`config.mk`:
```
export PLATFORM = sky130hd
export DESIGN_NAME = lvl_trcd_select
export DESIGN_NICKNAME = d
export VERILOG_FILES = /design/src/rtl/lvl_pkg.sv /design/src/rtl/lvl_profile_store.sv /design/src/rtl/lvl_line_remap.sv /design/src/rtl/lvl_act_timer.sv /design/src/rtl/lvl_trcd_select.sv
export SDC_FILE = /design/constraint.sdc
export NUM_CORES = 1
export LEC_CHECK = 0
export BUFFER_PORTS_ARGS = -buffer_cell sky130_fd_sc_hd__buf_2
export CAP_MARGIN = 20
export CORE_UTILIZATION = 63
export DETAILED_ROUTE_END_ITERATION = 12
export HOLD_SLACK_MARGIN = 0.12
export PLACE_DENSITY = 0.85
export SYNTH_ARGS = -nofsm -noshare
export SYNTH_HDL_FRONTEND = slang
export SYNTH_SLANG_ARGS = --single-unit
```
`constraint.sdc`:
```
create_clock -name clk -period 10.1 [get_ports clk]
set_input_delay 1.01 -clock clk [delete_from_list [all_inputs] [get_ports clk]]
set_output_delay 1.01 -clock clk [all_outputs]
set_load 0.1 [all_outputs]
```
`src/rtl/lvl_pkg.sv`:
```
package lvl_pkg;

    localparam int LVL_BANKS  = 4;
    localparam int LVL_BANK_W = $clog2(LVL_BANKS);
    localparam int LVL_ROW_W  = 8;
    localparam int LVL_SUBS   = 4;
    localparam int LVL_SUB_W  = $clog2(LVL_SUBS);
    localparam int LVL_LINES  = 8;
    localparam int LVL_COL_W  = $clog2(LVL_LINES);
    localparam int LVL_WAIT_W = 5;

    typedef logic [LVL_BANK_W-1:0] bank_t;
    typedef logic [LVL_SUB_W-1:0]  sub_t;
    typedef logic [LVL_COL_W-1:0]  col_t;
    typedef logic [LVL_WAIT_W-1:0] wait_t;
    typedef logic [LVL_LINES-1:0]  weak_row_t;

    typedef enum logic [1:0] {
        DLY_STD  = 2'd0,
        DLY_FAST = 2'd1,
        DLY_WR   = 2'd2
    } dly_class_e;

    typedef struct packed {
        logic                 wr;
        bank_t                bank;
        logic [LVL_ROW_W-1:0] row;
        col_t                 col;
    } col_cmd_t;

    typedef struct packed {
        col_t  col;
        wait_t wait_c;
    } col_res_t;

    function automatic sub_t sub_of_row(input logic [LVL_ROW_W-1:0] row);
        return row[LVL_ROW_W-1 -: LVL_SUB_W];
    endfunction

    function automatic wait_t floor_sub(input wait_t dly, input wait_t spent);
        return (dly > spent) ? wait_t'(dly - spent) : '0;
    endfunction

endpackage

```
`src/rtl/lvl_profile_store.sv`:
```
module lvl_profile_store
    import lvl_pkg::*;
(
    input  logic      clk,
    input  logic      rst,
    input  logic      wr_en,
    input  sub_t      wr_sub,
    input  col_t      wr_grp,
    input  logic      wr_weak,
    input  logic      seal,
    input  sub_t      rd_sub,
    output weak_row_t rd_weak,
    output logic      valid
);
    weak_row_t weak_q [LVL_SUBS];
    logic      valid_q;

    always_ff @(posedge clk) begin
        if (rst) begin
            valid_q <= 1'b0;
            for (int s = 0; s < LVL_SUBS; s++) begin
                weak_q[s] <= '0;
            end
        end else begin
            if (wr_en && !valid_q) begin
                weak_q[wr_sub][wr_grp] <= wr_weak;
            end
            if (seal) begin
                valid_q <= 1'b1;
            end
        end
    end

    assign rd_weak = weak_q[rd_sub];
    assign valid   = valid_q;

endmodule

```
`src/rtl/lvl_line_remap.sv`:
```
module lvl_line_remap
    import lvl_pkg::*;
(
    input  logic      enable,
    input  weak_row_t weak_vec,
    input  col_t      lcol,
    output col_t      pcol
);
    logic found;
    col_t first;

    always_comb begin
        found = 1'b0;
        first = '0;
        for (int i = 0; i < LVL_LINES; i++) begin
            if (!found && !weak_vec[i]) begin
                found = 1'b1;
                first = col_t'(i);
            end
        end
    end

    always_comb begin
        pcol = lcol;
        if (enable && found) begin
            if (lcol == '0) begin
                pcol = first;
            end else if (lcol == first) begin
                pcol = '0;
            end
        end
    end

endmodule

```
`src/rtl/lvl_act_timer.sv`:
```
module lvl_act_timer
    import lvl_pkg::*;
#(
    parameter int SAT = 10
) (
    input  logic  clk,
    input  logic  rst,
    input  logic  act_vld,
    input  bank_t act_bank,
    input  bank_t qry_bank,
    output wait_t elapsed
);
    wait_t cnt_q [LVL_BANKS];

    for (genvar b = 0; b < LVL_BANKS; b++) begin : g_bank
        always_ff @(posedge clk) begin
            if (rst) begin
                cnt_q[b] <= wait_t'(SAT);
            end else if (act_vld && act_bank == bank_t'(b)) begin
                cnt_q[b] <= wait_t'(1);
            end else if (cnt_q[b] < wait_t'(SAT)) begin
                cnt_q[b] <= cnt_q[b] + wait_t'(1);
            end
        end
    end

    assign elapsed = cnt_q[qry_bank];

endmodule

```
`src/rtl/lvl_trcd_select.sv`:
```
module lvl_trcd_select
    import lvl_pkg::*;
#(
    parameter int T_STD     = 10,
    parameter int T_RD_FAST = 6,
    parameter int T_WR      = 3
) (
    input  logic                 clk,
    input  logic                 rst,
    input  logic                 cfg_we,
    input  logic [LVL_SUB_W-1:0] cfg_sub,
    input  logic [LVL_COL_W-1:0] cfg_grp,
    input  logic                 cfg_weak,
    input  logic                 cfg_commit,
    input  logic                 act_vld,
    input  logic [LVL_BANK_W-1:0] act_bank,
    input  logic                 cmd_vld,
    input  logic                 cmd_wr,
    input  logic [LVL_BANK_W-1:0] cmd_bank,
    input  logic [LVL_ROW_W-1:0] cmd_row,
    input  logic [LVL_COL_W-1:0] cmd_col,
    output logic                 res_vld,
    output logic [LVL_COL_W-1:0] res_col,
    output logic [LVL_WAIT_W-1:0] res_wait
);
    col_cmd_t   cmd;
    sub_t       cmd_sub;
    weak_row_t  sub_weak;
    logic       prof_ok;
    col_t       phys_col;
    wait_t      since_act;
    dly_class_e dly_cls;
    wait_t      dly_val;
    col_res_t   res_d;
    col_res_t   res_q;
    logic       vld_q;

    assign cmd     = '{wr: cmd_wr, bank: cmd_bank, row: cmd_row, col: cmd_col};
    assign cmd_sub = sub_of_row(cmd.row);

    lvl_profile_store prof_i (
        .clk     (clk),
        .rst     (rst),
        .wr_en   (cfg_we),
        .wr_sub  (cfg_sub),
        .wr_grp  (cfg_grp),
        .wr_weak (cfg_weak),
        .seal    (cfg_commit),
        .rd_sub  (cmd_sub),
        .rd_weak (sub_weak),
        .valid   (prof_ok)
    );

    lvl_line_remap remap_i (
        .enable   (prof_ok),
        .weak_vec (sub_weak),
        .lcol     (cmd.col),
        .pcol     (phys_col)
    );

    lvl_act_timer #(.SAT(T_STD)) timer_i (
        .clk      (clk),
        .rst      (rst),
        .act_vld  (act_vld),
        .act_bank (act_bank),
        .qry_bank (cmd.bank),
        .elapsed  (since_act)
    );

    always_comb begin
        if (cmd.wr) begin
            dly_cls = DLY_WR;
        end else if (prof_ok && !sub_weak[phys_col]) begin
            dly_cls = DLY_FAST;
        end else begin
            dly_cls = DLY_STD;
        end
    end

    always_comb begin
        unique case (dly_cls)
            DLY_WR:   dly_val = wait_t'(T_WR);
            DLY_FAST: dly_val = wait_t'(T_RD_FAST);
            default:  dly_val = wait_t'(T_STD);
        endcase
    end

    assign res_d = '{col: phys_col, wait_c: floor_sub(dly_val, since_act)};

    always_ff @(posedge clk) begin
        if (rst) begin
            vld_q <= 1'b0;
            res_q <= '0;
        end else begin
            vld_q <= cmd_vld;
            res_q <= cmd_vld ? res_d : '0;
        end
    end

    assign res_vld  = vld_q;
    assign res_col  = res_q.col;
    assign res_wait = res_q.wait_c;

endmodule

```
==> Word level (Yosys, flattened, before mapping) <==
Memories as Yosys holds them, arrays and structs flattened.
Cells that the tools add are included.
{ "word_totals": {"output_inout_bits": 9, "register_bits": 10, "wordCells": 139, "ramBits": 52, "mem_count": 2, "input_bits": 28} }
{ "op_classes": {"muxes": 69, "reduce_logical": 35, "order_cmp": 8, "n_eq_ne": 6, "addsub": 5, "bitwise_logic": 10} }
{ "memory_table": {"columns": ["name", "words", "width", "read_ports", "rd_clocked_by_memory_dff", "wr", "line_no", "source"], "rows": [
  ["prof_i.weak_q", 4, 8, 1, 0, 4, "lvl_profile_store.sv:15", "weak_row_t weak_q [LVL_SUBS];"],
  ["timer_i.cnt_q", 4, 5, 5, 0, 4, "lvl_act_timer.sv:13", "wait_t cnt_q [LVL_BANKS];"]
]} }
{ "ops": {"columns": ["op", "count"], "rows": [
  ["$mux 1", 44],
  ["$mux 5", 8],
  ["$mux 8", 3],
  ["$mux 3", 7],
  ["$add 5x1->5 const B", 4],
  ["$lt 5x4->1 const B", 4],
  ["$logic_and 1x1->1", 15],
  ["$logic_not 1->1", 15],
  ["$lt 3x4->1 const B", 2],
  ["$mux 2", 4],
  ["$or 1x1->1", 8],
  ["$pmux 4 s2", 1],
  ["$reduce_or 8->1", 1],
  ["$eq 2x2->1 const B", 3],
  ["$gt 5x5->1", 1],
  ["$sub 5x5->5", 1],
  ["$eq 2x1->1 const B", 2],
  ["$bmux 1 s3", 1],
  ["$demux 1 s3", 1],
  ["$eq 3x3->1", 1],
  ["$ge 3x1->1 const B", 1],
  ["$logic_not 3->1", 1],
  ["$reduce_or 3->1", 1],
  ["$logic_not 2->1", 1],
  ["other kinds (2)", 3]
]} }

==> Depth between registers and ports, before layout <==
Gate-level depths: netlist of run 1.
An unclocked memory read counts as a cell.
{ "logic_depth": {"word_depth": 37, "depth_mapped": 15} }

==> Cells and area by module <==
A second synthesis of run 1 with hierarchy kept.
{ "unflattened": {"hier_cells": 318, "hier_area_um2": 3661.0} }
{ "modules_own_cells": {"columns": ["module", "seq_area_each_um2", "cells_each", "area_per_inst_um2", "n_inst"], "rows": [
  ["lvl_profile_store", 980.9, 150, 1823.0, 1],
  ["lvl_act_timer", 600.6, 95, 1191.1, 1],
  ["lvl_trcd_select", 180.2, 44, 465.4, 1],
  ["lvl_line_remap", 0.0, 29, 181.4, 1]
]} }

==> Least setup slack after synthesis of run 1 <==
No wires, ideal clock.
{ "synth_path": {"path_type": "input to register", "start": "in cmd_row[6]", "end": "reg res_q (netlist bit res_wait[3])", "setup_time_ns": 0.131, "arrival_time_ns": 4.404, "path_stages": 14, "n_path_buf": 1, "setup_slack_ns": 5.565, "t_required_ns": 9.969, "cell_sequence": "buf_6 > mux4_2 > nor2b_1 > o211ai_1 > a21bo_2 > xnor2_1 > o31ai_1 > mux4_2 > or3b_1 > and3_1 > ha_1 > nor2b_1 > o211ai_1 > nor3_1"} }
{ "synth_between": {"elab_chain_cells": 37, "word_cells_on_any_way": 54, "cone_classes": "add/sub (1); order compare (1); eq/ne (3); mux (23); bitwise (1); reduce/logical (24); memory (1)"} }
{ "synth_lines": {"columns": ["element", "line_no", "source"], "rows": [
  ["start: declaration", "lvl_trcd_select.sv:20", "input logic [LVL_ROW_W-1:0] cmd_row,"],
  ["$mem_v2 4x8 *", null, null],
  ["$logic_not 1->1", "lvl_line_remap.sv:16", "if (!found && !weak_vec[i]) begin"],
  ["$logic_and 1x1->1", "lvl_line_remap.sv:16", null],
  ["$mux 1", "lvl_line_remap.sv:16", null],
  ["$logic_not 1->1", "lvl_line_remap.sv:16", null],
  ["$logic_and 1x1->1", "lvl_line_remap.sv:16", null],
  ["$mux 1", "lvl_line_remap.sv:16", null],
  ["$logic_not 1->1", "lvl_line_remap.sv:16", null],
  ["[... 21 more ...]", null, null],
  ["$logic_and 1x1->1 *", "lvl_trcd_select.sv:73", "end else if (prof_ok && !sub_weak[phys_col]) begin"],
  ["$mux 1 *", "lvl_trcd_select.sv:73", null],
  ["$mux 2 *", "lvl_trcd_select.sv:71", "if (cmd.wr) begin"],
  ["$eq 2x1->1 or $eq 2x2->1 (tied branches)", "lvl_trcd_select.sv:81", "unique case (dly_cls)"],
  ["$pmux 4 s2 *", "lvl_trcd_select.sv:81", null],
  ["$gt 5x5->1", "lvl_pkg.sv:41", "return (dly > spent) ? wait_t'(dly - spent) : '0;"],
  ["$not 1->1 (no line)", null, null],
  ["$reduce_or 3->1 (no line)", null, null],
  ["end signal: assignment", "lvl_trcd_select.sv:96", "res_q <= cmd_vld ? res_d : '0;"],
  ["end: declaration", "lvl_trcd_select.sv:35", "col_res_t res_q;"]
]} }
Every way passes the cells marked *; elsewhere a longest branch is shown, timed or not. The select of a mux whose other input is x is not followed.
A chain may end at the register's enable or synchronous reset.

==> Final worst setup path of run 1 <==
{ "layout_path": {"start": "in cmd_row[6]", "end": "reg res_q (netlist bit res_wait[1])"} }
Same word-level chain as after synthesis.

==> key figures, run 1 <==
Run status
  • Outcome: finished clean

CTS
  • CTS clk-pin slew, worst paths: about 0.060 ns
  • TritonCTS clock tree: built
  • Post CTS Setup Buffer Count: 0
  • Post-CTS Resized: 0
  • Clk buf depth: 2
  • Clock root buffer: clkbuf_8
  • Sink Count: 62
  • H-tree depth: 3
  • Hold buffers post-CTS: 0
  • Clk_lat worst skew: between 0.3 and 0.4 ns
  • CTS Buf Count: 9

Worst setup path
  • Startpoint types: primary input
  • Setup CP Type: in2reg
  • Delay-heaviest family, CP: compound AO/OA/AOI/OAI gates
  • Crit path depth: 15
  • Worst r2r src: prof_i.weak_q[2][7]$_SDFFCE_PN0P_
  • CP Cell Sequence: buf_2 > mux4_2 > and2_1 > a21oi_2 > or3_1 > nand3_1 > o31ai_1 > mux4_2 > or3b_1 > a21oi_1 > ha_1 > a21oi_1 > nor2b_1 > o211ai_1 > nor2_1
  • Worst Path Max Fanout: 8
  • FF-to-FF setup slack: 5.90 ns
  • Worst reg2reg endpoint: res_wait[1]$_SDFF_PP0_
  • Crit. End Element: flop
  • Critical Path RT: 10.30 ns
  • Critical path's slowest cell: mux4_2
  • CP Data Arrival Time: 5.05 ns
  • Worst setup path startpoint: cmd_row[6]
  • Slowest stage delay, CP: 0.59 ns
  • Worst Reg-to-Reg Cells: 14
  • Worst path bufs/invs: 1

Hold path
  • Hold Path Cell Cnt: 2
  • Min-delay src: prof_i.valid$_SDFFE_PP0P_
  • Hold Path Class: reg2reg
  • WHS Endpoint: prof_i.valid$_SDFFE_PP0P_

Layout
  • # diodes: 0
  • Layout area overhead: 11.7%
  • Final net count: 377
  • Design Area, Final: approximately 3800 µm²
  • Layout cell share with drive strength beyond 1: roughly a fifth
  • Utilization after layout: 74.1%
  • Fill count: 340

Global route
  • Total global routing overflow: 0
  • Global-route wire length before repair: approximately 11 mm
  • Initial antenna violation count: 0
  • Largest net degree at the start of global routing: 47
  • Vias in the first global route: between 2000 and 2500
  • GRT Resource Usage Total: between 20% and 30%

Pwr
  • Peak supply drop: 0.0934 mV
  • Pwr Density: 156 nW/µm²
  • Leak: 1.44 nW

Timing
  • Slew @ Worst Pin: 0.848 ns
  • Total negative setup slack: 0 ns
  • Min cycle time layout: 4.85 ns
  • Final hold viol count: 0
  • Final period util: 48.0%
  • Max-slew violations: 0
  • FMAX: 206 MHz
  • Fin Hold WS: 0.650 ns
  • Setup-failing EPs final: 0
  • Relative slew slack: 43.5%
  • RSZ-0062 raised after global routing: no
  • Skew final: 0.00517 ns

Routing
  • Vias/cell: 5.97
  • DRT Wirelength: about 7 mm
  • Post-route ant nets: 0
  • WL per Instance: 16.7 µm
  • Drt first pass iters: 4
  • Vias: 2484
  • # DRC: 0
  • Initial DRC Count: 195

Die
  • Die Span Y: roughly 76 µm
  • Initial Util: 66.3%
  • Site Rows: 26
  • Die Area: around 5700 µm²
  • Die W: around 76 µm
  • I/O Pins: 37
  • Core area: 5170 µm²

Synthesis
  • Post-synth design cell area: roughly 3400 µm²
  • Syn. warnings: 0
  • Synth top area share: a little under half
  • Number of synthesized flops with an enable pin: between 50 and 60
  • Cell taking the most area after synthesis: edfxtp_1
  • Ys async rst share: 0%
  • Flops & latches, synth: 62
  • Predominant post-synthesis flop cell: edfxtp_1
  • Proportion of synthesized chip area in sequential cells: 51.4%
  • Synth area leaders: edfxtp_1 46%, mux4_2 9.2%, nor2_1 7.4%
  • Most frequent cells after synthesis: 68 x nor2_1, 52 x edfxtp_1, 27 x o21bai_1
  • Yosys cell types: 45
  • Post-Syn Instances: 309
  • Most common cell in the synthesized netlist: nor2_1
  • Synthesized area per cell: about 11 µm²

Placement
  • DP Wirelength: 4.94 mm
  • DP Area: 3630 µm²
  • RD Place Congestion: 0.809
  • Port Buffer Count: 30

Run
  • Max-cap viol count: 0
==> layout make-up <==
cell class	count	area [µm²]	share of cell area, %
multi-input combinational	230	1600	41.7
clock buffer	14	195	5.09
sequential	62	1760	46.0
tap	70	87.6	2.29
timing repair buffer	30	150	3.92
inverter	8	30.0	0.784
clock inverter	2	10.0	0.261
==> power by group <==
group	internal (mW)	switching, mW	leakage, nW
Combinational	0.0331	0.0501	0.732
Sequential	0.290	0.00710	0.601
Clock	0.125	0.0916	0.107
Total	0.448	0.149	1.44
==> worst min-delay path, delay by kind of cell, from the launching register on <==
kind | cells | cell delay, ns
flip-flops | 1 | 0.40
AND/OR/NAND/NOR | 2 | 0.20
==> sequential cells by signal (all words and copies together), names as in the netlist <==
register and cells:
prof_i.valid 1, prof_i.weak_q 32, res_col 3, res_vld 1, res_wait 5, timer_i.cnt_q 20
==> cell usage in the layout, fill, tap and decap left out, types with 3 or more instances in the layout <==
cell type,netlist,routed
nor2_1,68,68
edfxtp_1,52,52
buf_2,0,30
o21bai_1,27,27
nand2_1,16,16
mux4_2,14,14
nand2b_1,12,12
a21oi_1,10,10
clkbuf_8,0,10
dfxtp_1,10,10
xnor2_1,9,9
inv_1,8,8
ha_1,8,8
o21ai_0,6,6
nor2b_1,5,5
or3_1,5,5
nand3_1,5,5
a31oi_1,4,4
conb_1,1,4
and2_1,3,3
o21a_1,3,3
and3_1,3,3
==> per-layer routing <==
layer / track usage [%] / wire (µm) / vias to the layer above
li1: - / - / 1196
met1: 36.8 / 2880 / 1199
met2: 43.3 / 3500 / 83
met3: 4.23 / 484 / 6
met4: 12.6 / 91 / 0
met5: 0 / 0 / -
==> stage by stage <==
step,worst slack (ns),total power [mW],instances
2_1_floorplan,5.56,0.364,312
3_3_place_gp,4.95,0.381,400
3_5_place_dp,4.91,0.385,400
4_1_cts,5.24,0.600,416
5_1_grt,4.91,0.616,416
6_report,5.25,0.597,416
==> worst max path at each step <==
stage,end,slack [ns]
5_1_grt,res_wait[2]$_SDFF_PP0_,4.91
6_report,res_wait[1]$_SDFF_PP0_,5.25
4_1_cts,res_wait[1]$_SDFF_PP0_,5.24
2_1_floorplan,res_wait[3]$_SDFF_PP0_,5.56
3_5_place_dp,res_wait[1]$_SDFF_PP0_,4.91
3_3_place_gp,res_wait[3]$_SDFF_PP0_,4.95
==> kinds of logic after synthesis <==
| group | Yosys count | synth area share [%] |
|---|---|---|
| AOI/OAI and AO/OA | 65 | 13.8 |
| xor gates and xnor gates | 10 | 2.55 |
| other | 1 | 0.109 |
| and+or+nand+nor | 127 | 17.0 |
| DFF | 62 | 51.4 |
| adders and majority gates | 8 | 2.92 |
| muxes | 16 | 9.85 |
| buffers and inverters | 20 | 2.41 |
(Power assumes the default switching activity.)
==> run 2: changes to the inputs <==
ABC_AREA = 1   (was unset)
CORE_UTILIZATION = 54   (was 63)
PLACE_DENSITY = 0.77   (was 0.85)
clock period = 4.1 ns   (was 10.1 ns; I/O delays follow)
==> run 2 against run 1 <==
Net effect:
- first-iteration DRC count rose by 37%
- sequential power is 150% higher
- register-to-register slack got worse by 5.0 ns
- power increased to 2.6 times the previous value
- design area rose by 12%
- cell count is 51% higher
- critical path type unchanged
- critical endpoint is now res_wait[3]$_SDFF_PP0_
- largest cell class is now multi-input combinational cells
- largest power group unchanged
- highest routed layer unchanged
==> key figures, run 2 <==
Layout
  • Max reg flops: 32 (unchanged)
  • Reg with most FFs: prof_i.weak_q (unchanged)
  • Commonest non-fill, non-tap cell in the layout: nand2_1 (was nor2_1)
  • # diodes: 0 (unchanged)
  • Most frequent cells in the layout: 160 x nand2_1, 62 x nor2_1, 52 x edfxtp_1, 50 x inv_1, 35 x nand3_1 (was 68 x nor2_1, 52 x edfxtp_1, 30 x buf_2, 27 x o21bai_1, 16 x nand2_1)
  • Non-Filler Instances: 630 (was 416)
  • Layout cell share with drive strength beyond 1: 16.1% (was 19.1%)
  • Final net count: 565 (was 377)
  • Layout area overhead: 11.2% (was 11.7%)

Synthesis
  • Cell taking the most area after synthesis: edfxtp_1 (unchanged)
  • Predominant post-synthesis flop cell: edfxtp_1 (unchanged)
  • Synth Area in Compound Gates: 6.79% (was 13.8%)
  • Most frequent cells after synthesis: 160 x nand2_1, 62 x nor2_1, 52 x edfxtp_1 (was 68 x nor2_1, 52 x edfxtp_1, 27 x o21bai_1)
  • Largest family of logic cells by synthesized area: simple AND/OR/NAND/NOR gates (unchanged)
  • Number of synthesized flops with an enable pin: 52 (unchanged)
  • Synthesized area per cell: 7.79 µm² (was 11.1 µm²)
  • Synthesized-area fraction occupied by adder cells: 2.60% (was 2.92%)
  • Synth area leaders: edfxtp_1 41%, nand2_1 16%, nor2_1 6.0% (was edfxtp_1 46%, mux4_2 9.2%, nor2_1 7.4%)
  • Synth top area share: 40.5% (was 45.5%)
  • Post-synth design cell area: 3850 µm² (was 3430 µm²)
  • Syn. warnings: 0 (unchanged)
  • Yosys cell types: 40 (was 45)
  • Most common cell in the synthesized netlist: nand2_1 (was nor2_1)
  • Post-Syn Instances: 495 (was 309)
  • Proportion of synthesized chip area in sequential cells: 45.7% (was 51.4%)
  • Post-synthesis xor/xnor area fraction: 1.82% (was 2.55%)
  • Multiplexer share of the synthesized area: 0% (was 9.85%)
  • Ys async rst share: 0% (unchanged)
  • Flops & latches, synth: 62 (unchanged)
  • Post-synthesis simple-gate area fraction: 35.4% (was 17.0%)

Global route
  • Global-route wire length before repair: 13.4 mm (was 11.0 mm)
  • Largest net degree at the start of global routing: 33 (was 47)
  • Initial antenna violation count: 0 (unchanged)
  • Vias in the first global route: 2987 (was 2336)
  • GRT Resource Usage Total: 23.3% (was 27.1%)
  • Total global routing overflow: 0 (unchanged)

Worst setup path
  • Startpoint types: primary input (unchanged)
  • Setup CP Type: in2reg (unchanged)
  • Most used cell, CP: nand2_1
  • Crit. End Element: flop (unchanged)
  • Critical Path RT: 4.33 ns (was 10.30 ns)
  • Worst path bufs/invs: 5 (was 1)
  • Worst Path Max Fanout: 17 (was 8)
  • CP Data Arrival Time: 3.72 ns (was 5.05 ns)
  • Slowest stage delay, CP: 0.28 ns (was 0.59 ns)
  • Critical path's slowest cell: inv_2 (was mux4_2)
  • Delay-heaviest family, CP: simple AND/OR/NAND/NOR gates (was compound AO/OA/AOI/OAI gates)

Timing
  • Max-slew violations: 0 (unchanged)
  • Relative slew slack: 42.8% (was 43.5%)
  • Final worst slack: 0.619 ns (was 5.25 ns)
  • Final period util: 84.9%
  • Final hold viol count: 0 (unchanged)
  • RSZ-0062 raised after global routing: no (unchanged)
  • FMAX: 287 MHz
  • Slew @ Worst Pin: 0.856 ns (was 0.848 ns)
  • Total negative setup slack: 0 ns (unchanged)
  • Skew final: 0.00881 ns (was 0.00517 ns)
  • Setup-failing EPs final: 0 (unchanged)
  • Min cycle time layout: 3.48 ns

Routing
  • Initial DRC Count: 267 (was 195)
  • Vias/cell: 5.18 (was 5.97)
  • Drt first pass iters: 5 (was 4)
  • WL per Instance: 12.7 µm (was 16.7 µm)
  • # DRC: 0 (unchanged)
  • Vias: 3263 (was 2484)
  • Post-route ant nets: 0 (unchanged)
  • DRT Wirelength: 7.98 mm (was 6.96 mm)

Die
  • Die Area: 7480 µm² (was 5740 µm²)
  • I/O Pins: 37 (unchanged)
  • Site Rows: 30 (was 26)
  • Core area: 6830 µm² (was 5170 µm²)
  • Die Span Y: 86.5 µm (was 75.8 µm)
  • Die W: 86.5 µm (was 75.8 µm)
  • Initial Util: 56.4% (was 66.3%)

CTS
  • Post CTS Setup Buffer Count: 0 (unchanged)
  • CTS Buf Count: 9 (unchanged)
  • Post-CTS Resized: 0 (unchanged)
  • Sink Count: 62 (unchanged)
  • Clock root buffer: clkbuf_8 (unchanged)
  • Clk_lat worst skew: 0.34 ns (was 0.33 ns)
  • TritonCTS clock tree: built (unchanged)
  • Hold buffers post-CTS: 0 (unchanged)
  • H-tree depth: 3 (unchanged)
  • Clk buf depth: 2 (unchanged)
  • CTS clk-pin slew, worst paths: 0.07 ns (was 0.06 ns)

Pwr
  • Peak supply drop: 0.181 mV (was 0.0934 mV)
  • Leak: 1.99 nW (was 1.44 nW)
  • Pwr Density: 363 nW/µm² (was 156 nW/µm²)

Run status
  • Outcome: finished clean (unchanged)

Placement
  • DP Wirelength: 5.85 mm (was 4.94 mm)
  • Port Buffer Count: 30 (unchanged)
  • Pre-CTS setup slack: 0.308 ns (was 4.91 ns)
  • RD Place Congestion: 0.815 (was 0.809)
  • # placed instances: 614 (was 400)

Run
  • Max-cap viol count: 0 (unchanged)

Hold path
  • Hold Path Class: in2reg (was reg2reg)
==> run 2: changes by cell type after synthesis, moves of 6 or more <==
cell	before	now
nand3_2	0	6
nand3_1	5	35
o21bai_1	27	1
mux4_2	14	0
nand2b_1	12	0
nand2_2	0	14
nor2_1	68	62
inv_1	8	50
o21ai_0	6	16
nand2_1	16	160
==> run 2: worst paths after layout <==
| path | start | slack (ns) | cells after the start | end |
|---|---|---|---|---|
| worst max-delay path | cmd_row[6] | 0.62 | 31 | res_wait[3]$_SDFF_PP0_ |
| worst min-delay path | cfg_commit | 0.29 | 3 | prof_i.valid$_SDFFE_PP0P_ |
| worst max register to register | prof_i.weak_q[0][2]$_SDFFCE_PN0P_ | 0.91 | 29 | res_wait[3]$_SDFF_PP0_ |
| worst min register to register | prof_i.valid$_SDFFE_PP0P_ | 0.57 | 2 | prof_i.valid$_SDFFE_PP0P_ |
==> run 2: cell families after synthesis <==
family | count (synthesis)
xor+xnor | 8
fa+ha+maj | 8
simple gates | 302
compound gates | 45
buf+inv | 69
flops | 62
other cells | 1
==> run 2: through the flow <==
step / total power [mW] / hold slack, ns / cell area [µm²] / utilization (%)
final: 1.56 / 0.293 / 4290 / 62.7
after global routing: 1.62 / 0.285 / 4290 / 62.7
after CTS: 1.56 / 0.281 / 4290 / 62.7
after detailed placement: 1.01 / 0.550 / 4070 / 59.6
after global placement: 0.998 / 0.536 / 4070 / 59.6
after floorplan: 0.947 / 0.500 / 3860 / -
==> run 2: report_power, final <==
group          internal (mW)  leakage, nW  total [mW]  switching, mW
combinational         0.0792         1.28       0.257          0.178
clock                  0.325        0.113       0.561          0.237
sequential             0.719        0.593       0.738         0.0196
total                   1.12         1.99        1.56          0.434
==> run 2: worst reg2reg max path: cells and delay by family (launching register included) <==
family	cells	cell delay, ns
DFF	1	0.37
adders and majority gates	1	0.27
and+or+nand+nor	21	1.78
AOI/OAI and AO/OA	3	0.35
buffers and inverters	4	0.29
==> run 2: per-layer routing <==
metal	global-route usage [%]	share of wire (%)	vias to the layer above	wire (µm)
met5	0	0	-	0
met4	9.39	1.7	0	137
met3	4.57	5.5	15	437
met2	36.7	47	93	3730
met1	31.7	46	1487	3680
li1	-	-	1668	-
==> run 2: cell type report <==
type                            instances  area [µm²]
Fill cell                             610        2540
Multi-Input combinational cell        367        1810
Sequential cell                        62        1760
Inverter                               57         214
Clock buffer                           14         205
Timing Repair Buffer                   32         165
Tap cell                               96         120
Clock inverter                          2        10.0
